===== src/rtl/fdiv_pkg.sv =====
package fdiv_pkg;

  typedef enum logic {
    MODE_SWALLOW = 1'b0,
    MODE_DIRECT  = 1'b1
  } div_mode_e;

  // Direct division only for the low band in its lower range.
  function automatic div_mode_e pick_mode(input logic src_hi, input logic rng_wide);
    return (!src_hi && !rng_wide) ? MODE_DIRECT : MODE_SWALLOW;
  endfunction

endpackage


===== src/rtl/fdiv_cfg.sv =====
module fdiv_cfg
  import fdiv_pkg::*;
#(
  parameter int SWL_W   = 4,
  parameter int MAIN_W  = 12,
  parameter int DIR_MIN = 4
) (
  input  logic                    clk,
  input  logic                    rst_n,
  input  logic                    hi_evt,
  input  logic                    lo_evt,
  input  logic                    src_hi,
  input  logic                    rng_wide,
  input  logic [SWL_W+MAIN_W-1:0] div_word,
  input  logic                    armed,
  input  logic                    start,
  output div_mode_e               mode,
  output logic [MAIN_W-1:0]       m_eff,
  output logic [SWL_W-1:0]        a_eff,
  output logic                    evt
);
  localparam int WORD_W   = SWL_W + MAIN_W;
  localparam int SW_MIN_M = (1 << SWL_W) + 1;

  function automatic logic [MAIN_W-1:0] clamp_m(input div_mode_e md,
                                                 input logic [MAIN_W-1:0] m);
    logic [MAIN_W-1:0] lim;
    lim = (md == MODE_DIRECT) ? MAIN_W'(DIR_MIN) : MAIN_W'(SW_MIN_M);
    return (m < lim) ? lim : m;
  endfunction

  function automatic logic [SWL_W-1:0] clamp_a(input div_mode_e md,
                                                input logic [MAIN_W-1:0] m,
                                                input logic [SWL_W-1:0] a);
    if (md == MODE_DIRECT) return '0;
    return (m < MAIN_W'(SW_MIN_M)) ? '0 : a;
  endfunction

  div_mode_e         live_mode, lat_mode;
  logic [MAIN_W-1:0] live_m, lat_m;
  logic [SWL_W-1:0]  live_a, lat_a;
  logic              lat_high, sel_high;

  assign live_mode = pick_mode(src_hi, rng_wide);
  assign live_m    = clamp_m(live_mode, div_word[WORD_W-1:SWL_W]);
  assign live_a    = clamp_a(live_mode, div_word[WORD_W-1:SWL_W], div_word[SWL_W-1:0]);

  always_ff @(posedge clk) begin
    if (!rst_n) begin
      lat_mode <= MODE_SWALLOW;
      lat_m    <= '0;
      lat_a    <= '0;
      lat_high <= 1'b0;
    end else if (start) begin
      lat_mode <= live_mode;
      lat_m    <= live_m;
      lat_a    <= live_a;
      lat_high <= src_hi;
    end
  end

  assign mode     = armed ? lat_mode : live_mode;
  assign m_eff    = armed ? lat_m    : live_m;
  assign a_eff    = armed ? lat_a    : live_a;
  assign sel_high = armed ? lat_high : src_hi;
  assign evt      = sel_high ? hi_evt : lo_evt;

endmodule


===== src/rtl/fdiv_prescaler.sv =====
module fdiv_prescaler #(
  parameter int SWL_W = 4
) (
  input  logic             clk,
  input  logic             rst_n,
  input  logic             step,
  input  logic             start,
  input  logic             armed,
  input  logic [SWL_W-1:0] a_eff,
  output logic             pre_tc,
  output logic             swl_zero
);
  localparam int PRE_W = SWL_W + 1;
  localparam logic [PRE_W-1:0] LAST_LONG  = PRE_W'(1 << SWL_W);
  localparam logic [PRE_W-1:0] LAST_SHORT = PRE_W'((1 << SWL_W) - 1);

  logic [PRE_W-1:0] pre_q, pre_eff, last;
  logic [SWL_W-1:0] swl_q, swl_eff;

  assign pre_eff  = armed ? pre_q : '0;
  assign swl_eff  = armed ? swl_q : a_eff;
  assign swl_zero = (swl_eff == '0);
  assign last     = swl_zero ? LAST_SHORT : LAST_LONG;
  assign pre_tc   = step && (pre_eff == last);

  always_ff @(posedge clk) begin
    if (!rst_n) begin
      pre_q <= '0;
      swl_q <= '0;
    end else if (step) begin
      pre_q <= pre_tc ? '0 : pre_eff + 1'b1;
      swl_q <= (pre_tc && !swl_zero) ? swl_eff - 1'b1 : swl_eff;
    end else if (start) begin
      pre_q <= '0;
      swl_q <= a_eff;
    end
  end

endmodule


===== src/rtl/fdiv_main_cnt.sv =====
module fdiv_main_cnt #(
  parameter int MAIN_W = 12
) (
  input  logic              clk,
  input  logic              rst_n,
  input  logic              step,
  input  logic              start,
  input  logic              armed,
  input  logic [MAIN_W-1:0] m_eff,
  output logic              term
);
  logic [MAIN_W-1:0] cnt_q, cnt_eff;

  assign cnt_eff = armed ? cnt_q : '0;
  assign term    = step && (cnt_eff == m_eff - 1'b1);

  always_ff @(posedge clk) begin
    if (!rst_n)      cnt_q <= '0;
    else if (step)   cnt_q <= cnt_eff + 1'b1;
    else if (start)  cnt_q <= '0;
  end

endmodule


===== src/rtl/fdiv_top.sv =====
module fdiv_top
  import fdiv_pkg::*;
#(
  parameter int SWL_W   = 4,
  parameter int MAIN_W  = 12,
  parameter int DIR_MIN = 4
) (
  input  logic                    clk,
  input  logic                    rst_n,
  input  logic                    hi_evt_i,
  input  logic                    lo_evt_i,
  input  logic                    src_hi_i,
  input  logic                    rng_wide_i,
  input  logic [SWL_W+MAIN_W-1:0] div_word_i,
  input  logic                    inhibit_i,
  output logic                    div_pulse_o
);
  div_mode_e         mode;
  logic [MAIN_W-1:0] m_eff;
  logic [SWL_W-1:0]  a_eff;
  logic              evt, evt_ok, start, armed, mode_direct;
  logic              pre_tc, swl_zero, main_step, main_term;

  assign evt_ok      = evt && !inhibit_i;
  assign start       = evt_ok && !armed;
  assign mode_direct = (mode == MODE_DIRECT);
  assign main_step   = mode_direct ? evt_ok : pre_tc;

  fdiv_cfg #(.SWL_W(SWL_W), .MAIN_W(MAIN_W), .DIR_MIN(DIR_MIN)) cfg_i (
    .clk(clk), .rst_n(rst_n), .hi_evt(hi_evt_i), .lo_evt(lo_evt_i),
    .src_hi(src_hi_i), .rng_wide(rng_wide_i), .div_word(div_word_i),
    .armed(armed), .start(start), .mode(mode), .m_eff(m_eff),
    .a_eff(a_eff), .evt(evt)
  );

  fdiv_prescaler #(.SWL_W(SWL_W)) pre_i (
    .clk(clk), .rst_n(rst_n), .step(evt_ok && !mode_direct),
    .start(start && !mode_direct), .armed(armed), .a_eff(a_eff),
    .pre_tc(pre_tc), .swl_zero(swl_zero)
  );

  fdiv_main_cnt #(.MAIN_W(MAIN_W)) main_i (
    .clk(clk), .rst_n(rst_n), .step(main_step), .start(start),
    .armed(armed), .m_eff(m_eff), .term(main_term)
  );

  // armed: a period is in progress and its settings are latched
  always_ff @(posedge clk) begin
    if (!rst_n) begin
      armed       <= 1'b0;
      div_pulse_o <= 1'b0;
    end else begin
      div_pulse_o <= main_term;
      if (inhibit_i)   armed <= 1'b0;
      else if (evt_ok) armed <= !main_term;
    end
  end

endmodule


===== config.mk =====
export PLATFORM = sky130hd
export DESIGN_NAME = fdiv_top
export DESIGN_NICKNAME = d
export VERILOG_FILES = /design/src/rtl/fdiv_pkg.sv /design/src/rtl/fdiv_cfg.sv /design/src/rtl/fdiv_prescaler.sv /design/src/rtl/fdiv_main_cnt.sv /design/src/rtl/fdiv_top.sv
export SDC_FILE = /design/constraint.sdc
export NUM_CORES = 1
export LEC_CHECK = 0
export BUFFER_PORTS_ARGS = -buffer_cell sky130_fd_sc_hd__buf_4
export CORE_UTILIZATION = 35
export DETAILED_ROUTE_END_ITERATION = 16
export GPL_TIMING_DRIVEN = 0
export PLACE_DENSITY_LB_ADDON = 0.12
export SETUP_SLACK_MARGIN = 0.15
export SYNTH_ARGS = -nofsm -noshare
export SYNTH_HDL_FRONTEND = slang
export SYNTH_SLANG_ARGS = --single-unit
export TNS_END_PERCENT = 1

===== constraint.sdc =====
create_clock -name clk -period 10.85 [get_ports clk]
set_clock_uncertainty 0.05 [all_clocks]
set_input_delay 2.17 -clock clk [delete_from_list [all_inputs] [get_ports clk]]
set_output_delay 2.17 -clock clk [all_outputs]
set_load 0.03 [all_outputs]

==> impl_metrics.csv, run 1 <==
group,metric,value,unit
route,wl_met1,4030,µm
die,fp.dieH,93.1,µm
setup_path,r2r_start,"armed",
setup_path,cp.required,10.96,ns
power,combPwrFrac,23.6,%
global_routing,grt_overflow_total,0,
die,row_count,32,
sta,relSlewSlack,60.7,%
synth,yosysSeqAreaShare,25.5,%
synth,ys_top_cells_by_area,"dfxtp_1, a21oi_1, nand2_1, nor2_1, mux2i_1",
place,hpwl,6360,µm
synth,synth_cells,373,
worst_hold_path,min_path_type,"flop to flop",
place,io_buffers,23,
final_layout,fin_util,41.7,%
global_routing,grt_pass1_vias,2721,
synth,synth_commonest_cells,"nand2_1, nor2_1, a21oi_1",
sta,setup_viol,0,
global_routing,track_usage,20.5,%
setup_path,path_max_fanout,7,
synth,synth_xor_area_share,4.83,%
synth,synth-compound-area-share,26.6,%
die,coreArea,7890,µm²
synth,synth_top_area_share,25.5,%
clock_network,cts_root_buf,"clkbuf_8",
route,top_layer,"met4",
setup_path,r2r_slack,6.40,ns
sta,hold_viol_final,0,
global_routing,grt_max_degree,13,
die,ios,24,
route,drt_first_pass_iters,4,
synth,syn_area,2900,µm²
synth,yosysWarnings,0,
setup_path,startpoint_type,"input pin",
die,dieArea,8660,µm²
route,ant_nets,0,
clock_network,clock-sinks,37,
synth,synth_seq_cells,37,
power,seqPwrFrac,45.1,%
synth,muxShareOfSynthArea,4.70,%
synth,synthArstFlopShare,0,%
power,p_leak,0.00127,µW
clock_network,htreeDepth,2,
setup_path,crit_type,"input pin to flop",
clock_network,holdBufCountCts,0,
place,gp_congestion,0.806,
synth,ys_types,77,
clock_network,clk-insertion-delay-late,0.30,ns
synth,synth_edf_count,0,
final_layout,nets,432,
sta,layout_min_cycle_time,5.48,ns
worst_hold_path,whs_path_depth,2,
route,dr_wl_met2,3830,µm
final_layout,area_growth,13.3,%
sta,finalCritPeriodShare,50.5,%
die,dieWidth,93.1,µm
route,wl_per_cell,16.4,µm
die,initial_core_util,36.8,%
setup_path,reg2regPathDepth,16,
setup_path,rr_endpoint,"armed",
global_routing,grt_pass1_wl,13800,µm
sta,rsz0062_at_grt,"no",
power,netSwitchingFraction,32.9,%
clock_network,clk_pin_slew,0.08,ns
clock_network,cts.repair.resized,0,
power,power_density,97.0,nW/µm²
status,status,"finished, final reports clean",
synth,synth_ff_type,"dfxtp_1",
clock_network,cts_buffers,5,
route,wl_met3,294,µm
synth,avgSynthCellArea,7.78,µm²
sta,slew_violations,0,
route,via_per_inst,5.55,
route,drtIter0Drc,141,
synth,synthSimpleGateAreaFrac,31.2,%
power,switchingPower,105,µW
synth,synthAdderAreaFrac,2.59,%
clock_network,cts_setup_buffers,0,
worst_hold_path,hold_start,"cfg_i.lat_mode",
sta,tightest_slew,0.590,ns
synth,synth_top_family_by_area,"simple AND/OR/NAND/NOR gates",
job,cap_violations,0,
sta,fmax,0.182,GHz
route,drcViolationCount,0,
final_layout,n_antenna_cell,0,
route,vias,2807,
worst_hold_path,worstHoldEndpoint,"cfg_i.lat_mode",
route,wl,8290,µm
clock_network,tritoncts,"done",
synth,synthesis.nets,402,
final_layout,drive_above_1_share,17.8,%
power,peakVddDrop,43.1,µV
sta,fin_setup_tns,0,ns
power,p_int,214,µW
setup_path,cp.arrival,5.59,ns
clock_network,clk_path_buf_depth,2,
global_routing,antenna_found_initial,0,
setup_path,crit_path_end_kind,"flop",
synth,synth_largest_area_cell,"dfxtp_1",
power,clkPwrFrac,31.3,%
==> metal layers <==
metal	GRT usage, %	up-vias
met1	27.6	1319
met4	6.15	0
met3	2.52	11
li1	-	1429
met2	34.0	48
met5	0	-
==> sequential cells by signal, summed over array words and instances, names as in the netlist <==
name            cells
pre_i.pre_q         5
armed               1
cfg_i.lat_m        12
main_i.cnt_q       12
cfg_i.lat_mode      1
pre_i.swl_q         4
div_pulse_o         1
cfg_i.lat_high      1
==> critical path, stage by stage <==
cell	delay, ns
buf_4	0.13
nor2_2	0.20
inv_2	0.07
ha_1	0.30
nand2_1	0.07
a21o_2	0.24
a21oi_1	0.33
nor3_1	0.08
a21oi_1	0.15
ha_1	0.34
o221ai_1	0.24
nor4_1	0.26
nor3b_2	0.19
o2111ai_1	0.15
a22o_1	0.25
nor4b_2	0.34
a2111oi_2	0.09
==> placed cells by master (no fill, tap or decap), types with 3 or more instances in the layout <==
cell type,synthesis,routed
dfxtp_1,37,37
nand2_1,41,41
inv_1,7,7
a21o_1,4,4
nor2_2,3,3
a21oi_1,40,40
nand2b_1,4,4
and3_1,4,4
o21ai_0,10,10
xor2_1,8,8
buf_4,2,25
nor2_1,41,41
nor2b_1,3,3
ha_1,6,6
a22oi_1,4,4
buf_2,6,6
and4_1,4,4
a31oi_1,8,8
nor3_1,14,14
xnor2_1,8,8
clkbuf_1,9,9
mux2i_1,11,11
or2_1,3,3
clkbuf_8,0,5
nand4_1,4,4
and2_1,11,11
nand3_1,14,14
==> worst max-delay path by stage <==
| stage | slack [ns] | to | startpoint | cells past startpoint |
|---|---|---|---|---|
| floorplan | 5.78 | armed | src_hi_i | 16 |
| global placement | 5.02 | armed | src_hi_i | 17 |
| detailed placement | 5.07 | armed | src_hi_i | 17 |
| CTS | 5.38 | armed | src_hi_i | 17 |
| global route | 5.05 | armed | src_hi_i | 17 |
| finish | 5.37 | armed | src_hi_i | 17 |
==> power groups by stage <==
stage	Sequential, µW	Combinational, µW	Clock (µW)
after floorplan	146	51.2	0
after global placement	147	74.3	0
after detailed placement	147	74.7	0
after CTS	144	75.2	102
after global routing	145	83.4	110
final	144	75.3	100
==> per-stage QoR <==
step | cells | hold slack [ns] | setup slack [ns] | power, µW | instance area (µm²)
2_1_floorplan | 373 | 0.386 | 5.78 | 197 | 2900
3_3_place_gp | 498 | 0.393 | 5.02 | 221 | 3200
4_1_cts | 506 | 0.408 | 5.38 | 321 | 3290
6_report | 506 | 0.412 | 5.37 | 319 | 3290
3_5_place_dp | 498 | 0.398 | 5.07 | 222 | 3200
5_1_grt | 506 | 0.429 | 5.05 | 338 | 3290
==> logic make-up after synthesis <==
| kind of cell | count (synthesis) |
|---|---|
| muxes | 13 |
| adders and majority gates | 6 |
| buffers and inverters | 27 |
| xor gates and xnor gates | 16 |
| DFF | 37 |
| AOI/OAI and AO/OA | 107 |
| and+or+nand+nor | 167 |
==> cell type report <==
| type | instances | area (µm²) |
|---|---|---|
| clock inverters | 3 | 17.5 |
| clock buffers | 5 | 68.8 |
| flip-flops and latches | 37 | 741 |
| multi-input cells | 309 | 2030 |
| repair buffers | 23 | 173 |
| inverters | 8 | 30.0 |
| well taps | 102 | 128 |
| plain buffers | 19 | 101 |
| fillers | 807 | 4600 |
Power figures use the tool's default switching activity.
==> run 2: changes to the inputs <==
clock period = 4.67 ns   (was 10.85 ns; I/O delays follow)
==> impl_metrics.csv, run 2 (synthesis results as in run 1) <==
group,metric,value,unit
status,status,"finished, final reports clean",
die,dieWidth,93.1,µm
place,io_buffers,23,
power,p_int,498,µW
setup_path,r2r_start,"armed",
global_routing,use_met3,2.52,%
global_routing,met1_usage,27.6,%
global_routing,antenna_found_initial,0,
die,coreArea,7890,µm²
final_layout,nets,432,
clock_network,clock-sinks,37,
global_routing,grt_max_degree,13,
route,vias,2844,
final_layout,fin_util,41.8,%
setup_path,path_depth,17,
setup_path,path_max_fanout,7,
route,wl,8310,µm
setup_path,startpoint_type,"input pin",
setup_path,crit_buf_inv,2,
setup_path,crit_path_end_kind,"flop",
clock_network,tritoncts,"done",
setup_path,crit_type,"input pin to flop",
sta,tightest_slew,0.603,ns
sta,rsz0062_at_grt,"no",
sta,setup_viol,0,
setup_path,critical_path.top_delay_family,"compound AO/OA/AOI/OAI gates",
global_routing,top_usage_layer,"met2",
sta,layout_min_cycle_time,4.16,ns
setup_path,path_cells,"buf_4, nor2_2, inv_2, ha_1, nand2_1, a21o_2, a21oi_1, nor3_1, a21oi_1, ha_2, o221ai_1, nor4_1, nor3b_2, o2111ai_1, a22o_1, nor4b_2, a2111oi_2",
die,ios,24,
power,power_density,225,nW/µm²
power,netSwitchingFraction,32.8,%
route,via_per_inst,5.62,
sta,hold-worst-slack,0.411,ns
route,wl_per_cell,16.4,µm
die,row_count,32,
power,clkPwrFrac,31.2,%
setup_path,cp.arrival,4.27,ns
clock_network,cts_buffers,5,
route,drcViolationCount,0,
job,cap_violations,0,
setup_path,critPathLaunch,"src_hi_i",
power,p_leak,0.00127,µW
setup_path,rr_endpoint,"armed",
sta,finalCritPeriodShare,89.1,%
setup_path,crit_end,"armed",
place,gp_congestion,0.806,
worst_hold_path,min_path_type,"flop to flop",
route,drt_first_pass_iters,4,
die,dieArea,8660,µm²
power,switchingPower,243,µW
route,ant_nets,0,
die,fp.dieH,93.1,µm
setup_path,reg2regPathDepth,16,
setup_path,worst_path_max_delay_cell,"a21oi_1",
final_layout,reg.largest.list,"cfg_i.lat_m: 12 flops, main_i.cnt_q: 12 flops, pre_i.pre_q: 5 flops",
die,initial_core_util,36.8,%
clock_network,clk_pin_slew,0.08,ns
setup_path,cp.required,4.78,ns
clock_network,clk-insertion-delay-late,0.30,ns
sta,relSlewSlack,59.8,%
route,drtIter0Drc,133,
global_routing,grt_pass1_wl,13800,µm
power,combPwrFrac,23.8,%
clock_network,htreeDepth,2,
clock_network,clk_path_buf_depth,2,
place,hpwl,6360,µm
sta,fin_setup_tns,0,ns
global_routing,met2_usage,34.0,%
global_routing,grt_pass1_vias,2721,
power,peakVddDrop,100,µV
setup_path,cp_common_cell,"a21oi_1",
final_layout,area_growth,13.5,%
sta,hold_viol_final,0,
final_layout,final_cell_mix,"nor2_1, nand2_1, a21oi_1, dfxtp_1, buf_4",
sta,fmax,0.240,GHz
global_routing,track_usage,20.5,%
setup_path,max_stage_delay,0.34,ns
final_layout,drive_above_1_share,18.6,%
sta,slew_violations,0,
global_routing,grt_overflow_total,0,
clock_network,cts_root_buf,"clkbuf_8",
setup_path,r2r_slack,0.65,ns
power,seqPwrFrac,45.0,%
final_layout,n_antenna_cell,0,
## run 2: changes by cell type in the layout (fill, tap and decap cells not counted)
cell | previous run | this run
clkbuf_1 | 9 | 7
ha_1 | 6 | 5
clkbuf_2 | 0 | 2
ha_2 | 0 | 1
## run 2: per-layer routing
metal	wire [µm]	share of wire (%)
met5	0	0
met2	3820	46
met1	4060	49
met4	132	1.6
met3	302	3.6
## run 2: how the worst min path moves through the flow
| stage | startpoint | end | slack [ns] | cells after the start |
|---|---|---|---|---|
| after floorplan | cfg_i.lat_high | cfg_i.lat_high | 0.39 | 2 |
| after global placement | cfg_i.lat_high | cfg_i.lat_high | 0.39 | 2 |
| after detailed placement | cfg_i.lat_high | cfg_i.lat_high | 0.40 | 2 |
| after CTS | cfg_i.lat_high | cfg_i.lat_high | 0.41 | 2 |
| after global routing | cfg_i.lat_high | cfg_i.lat_high | 0.43 | 2 |
| final | cfg_i.lat_high | cfg_i.lat_high | 0.41 | 2 |
## run 2: final cells by class
cell class | count | area [µm²]
flip-flops and latches | 37 | 741
clock buffers | 5 | 68.8
multi-input cells | 309 | 2030
inverters | 8 | 30.0
plain buffers | 19 | 104
clock inverters | 3 | 17.5
repair buffers | 23 | 173
fillers | 804 | 4590
well taps | 102 | 128
## run 2: timing repair
item                                    CTS  global route
hold buffers                              0             0
buffers inserted                          0             0
resized for setup                         0             5
hold endpoints to repair                  0             0
endpoints found under the setup margin    0             1
## run 2: metrics by stage
step / std cells / power [µW] / worst slack (ns) / area [µm²]
after floorplan: 373 / 458 / 0.832 / 2900
after global placement: 498 / 514 / 0.0783 / 3200
after detailed placement: 498 / 515 / 0.122 / 3200
after CTS: 506 / 746 / 0.190 / 3290
after global routing: 506 / 785 / 0.229 / 3290
final: 506 / 742 / 0.510 / 3290
## run 2: tightest hold or removal path, cell delays in order (launching register included)
cell     delay [ns]
dfxtp_1        0.31
nand2_1        0.05
a21oi_1        0.05
## run 2: power by group through the flow
| stage | logic (µW) | registers [µW] | clock network, µW |
|---|---|---|---|
| 3_5_place_dp | 174 | 341 | 0 |
| 3_3_place_gp | 173 | 341 | 0 |
| 5_1_grt | 194 | 336 | 255 |
| 6_report | 176 | 334 | 231 |
| 2_1_floorplan | 119 | 339 | 0 |
| 4_1_cts | 175 | 334 | 237 |
==> run 3: changes to the inputs <==
CORE_MARGIN = 2   (was default)
clock period = 4.15 ns   (was 4.67 ns; I/O delays follow)
==> impl_metrics.csv, run 3 (synthesis results as in run 1) <==
group,metric,value,unit
sta,relSlewSlack,63.6,%
status,status,"finished, final reports clean",
worst_hold_path,min_path_type,"flop to flop",
route,wl,8350,µm
route,vias,2845,
clock_network,clk-insertion-delay-late,0.29,ns
clock_network,clk_pin_slew,0.08,ns
setup_path,crit_path_end_kind,"flop",
setup_path,cp.required,4.25,ns
die,dieWidth,95.1,µm
final_layout,finish.instance_area,3380,µm²
setup_path,crit_buf_inv,3,
route,via_per_inst,5.57,
global_routing,grt_pass1_wl,14000,µm
global_routing,track_usage,20.0,%
place,dp_slack,-0.462,ns
final_layout,area_growth,16.6,%
sta,setup_viol,0,
power,p_leak,0.00131,µW
final_layout,n_antenna_cell,0,
sta,layout_min_cycle_time,3.81,ns
die,dieArea,9030,µm²
die,initial_core_util,35.7,%
die,row_count,33,
setup_path,critical_path.top_delay_family,"simple AND/OR/NAND/NOR gates",
sta,hold_viol_final,0,
route,drcViolationCount,0,
clock_network,htreeDepth,2,
place,place_area,3210,µm²
final_layout,final_cell_mix,"nor2_1, nand2_1, a21oi_1, dfxtp_1, buf_4",
setup_path,worst_path_max_delay_cell,"ha_1",
route,drtIter0Drc,136,
final_layout,reg.largest.list,"cfg_i.lat_m: 12 flops, main_i.cnt_q: 12 flops, pre_i.pre_q: 5 flops",
setup_path,path_max_fanout,7,
sta,worst_slack,0.339,ns
global_routing,grt_max_degree,13,
job,cap_violations,0,
setup_path,cp.arrival,3.91,ns
setup_path,startpoint_type,"input pin",
clock_network,cts_root_buf,"clkbuf_8",
place,hpwl,6350,µm
route,ant_nets,0,
power,power_density,265,nW/µm²
clock_network,clk_path_buf_depth,2,
global_routing,grt_overflow_total,0,
sta,slew_violations,0,
sta,finalCritPeriodShare,91.8,%
die,coreArea,8130,µm²
clock_network,clock-sinks,37,
global_routing,grt_pass1_vias,2778,
sta,fmax,0.262,GHz
setup_path,crit_type,"input pin to flop",
power,peakVddDrop,114,µV
final_layout,fin_util,41.6,%
sta,rsz0062_at_grt,"yes",
final_layout,nets,434,
power,p_total,898,µW
clock_network,tritoncts,"done",
setup_path,cp_common_cell,"buf_4",
route,wl_per_cell,16.3,µm
final_layout,fill_cells,823,
place,io_buffers,23,
final_layout,drive_above_1_share,20.0,%
place,gp_congestion,0.818,
route,drt_first_pass_iters,4,
sta,tightest_slew,0.547,ns
global_routing,antenna_found_initial,0,
setup_path,max_stage_delay,0.30,ns
die,ios,24,
clock_network,cts_buffers,5,
die,fp.dieH,95.1,µm
setup_path,path_cells,"buf_4, nor2_4, inv_2, ha_1, a211oi_2, and4_1, buf_4, nor3_1, a21oi_1, ha_2, o221ai_1, nor4_1, nor3b_2, o2111ai_1, a22o_1, nor4b_4, a2111oi_2",
==> run 3: timing repair <==
item,in CTS,in global routing
pin swaps,0,3
resized for setup,5,8
setup buffers,1,1
hold buffers,0,0
endpoints found under the setup margin,2,3
==> run 3: path summary, 6_finish.rpt <==
kind | startpoint | end | slack [ns] | cells past startpoint
max reg2reg | armed | armed | 0.37 | 16
min reg2reg | cfg_i.lat_high | cfg_i.lat_high | 0.41 | 2
max | src_hi_i | armed | 0.34 | 17
min | cfg_i.lat_high | cfg_i.lat_high | 0.41 | 2
==> run 3: worst min-delay path, delay by kind of cell (launching register included) <==
family           cells  cell delay, ns
AO/OA/AOI/OAI        1            0.05
flip-flops           1            0.32
AND/OR/NAND/NOR      1            0.05
==> run 3: cell type report <==
| type | instances | area [µm²] | share of cell area (%) |
|---|---|---|---|
| clock inverter | 2 | 38.8 | 1.15 |
| clock buffer | 6 | 72.6 | 2.14 |
| timing repair buffer | 25 | 188 | 5.55 |
| tap | 105 | 131 | 3.88 |
| inverter | 8 | 30.0 | 0.888 |
| buffer | 19 | 109 | 3.22 |
| sequential | 37 | 741 | 21.9 |
| multi-input combinational | 309 | 2070 | 61.3 |
==> run 3: routing by layer <==
metal  GRT usage [%]  share of wire (%)
met5               0                  0
met3            2.92                2.6
met2            34.3                 48
met4            4.59                1.4
met1            26.7                 48
==> run 3: power by group <==
part | internal (µW) | switching [µW] | total (µW)
combinational | 81.7 | 123 | 204
clock | 181 | 138 | 318
sequential | 366 | 9.70 | 375
total | 628 | 270 | 898
==> run 3: through the flow <==
| stage | hold slack (ns) | TNS (ns) | std cells |
|---|---|---|---|
| global placement | 0.394 | -0.533 | 501 |
| floorplan | 0.386 | 0 | 373 |
| global route | 0.434 | 0 | 511 |
| CTS | 0.413 | 0 | 510 |
| finish | 0.413 | 0 | 511 |
| detailed placement | 0.401 | -0.486 | 501 |
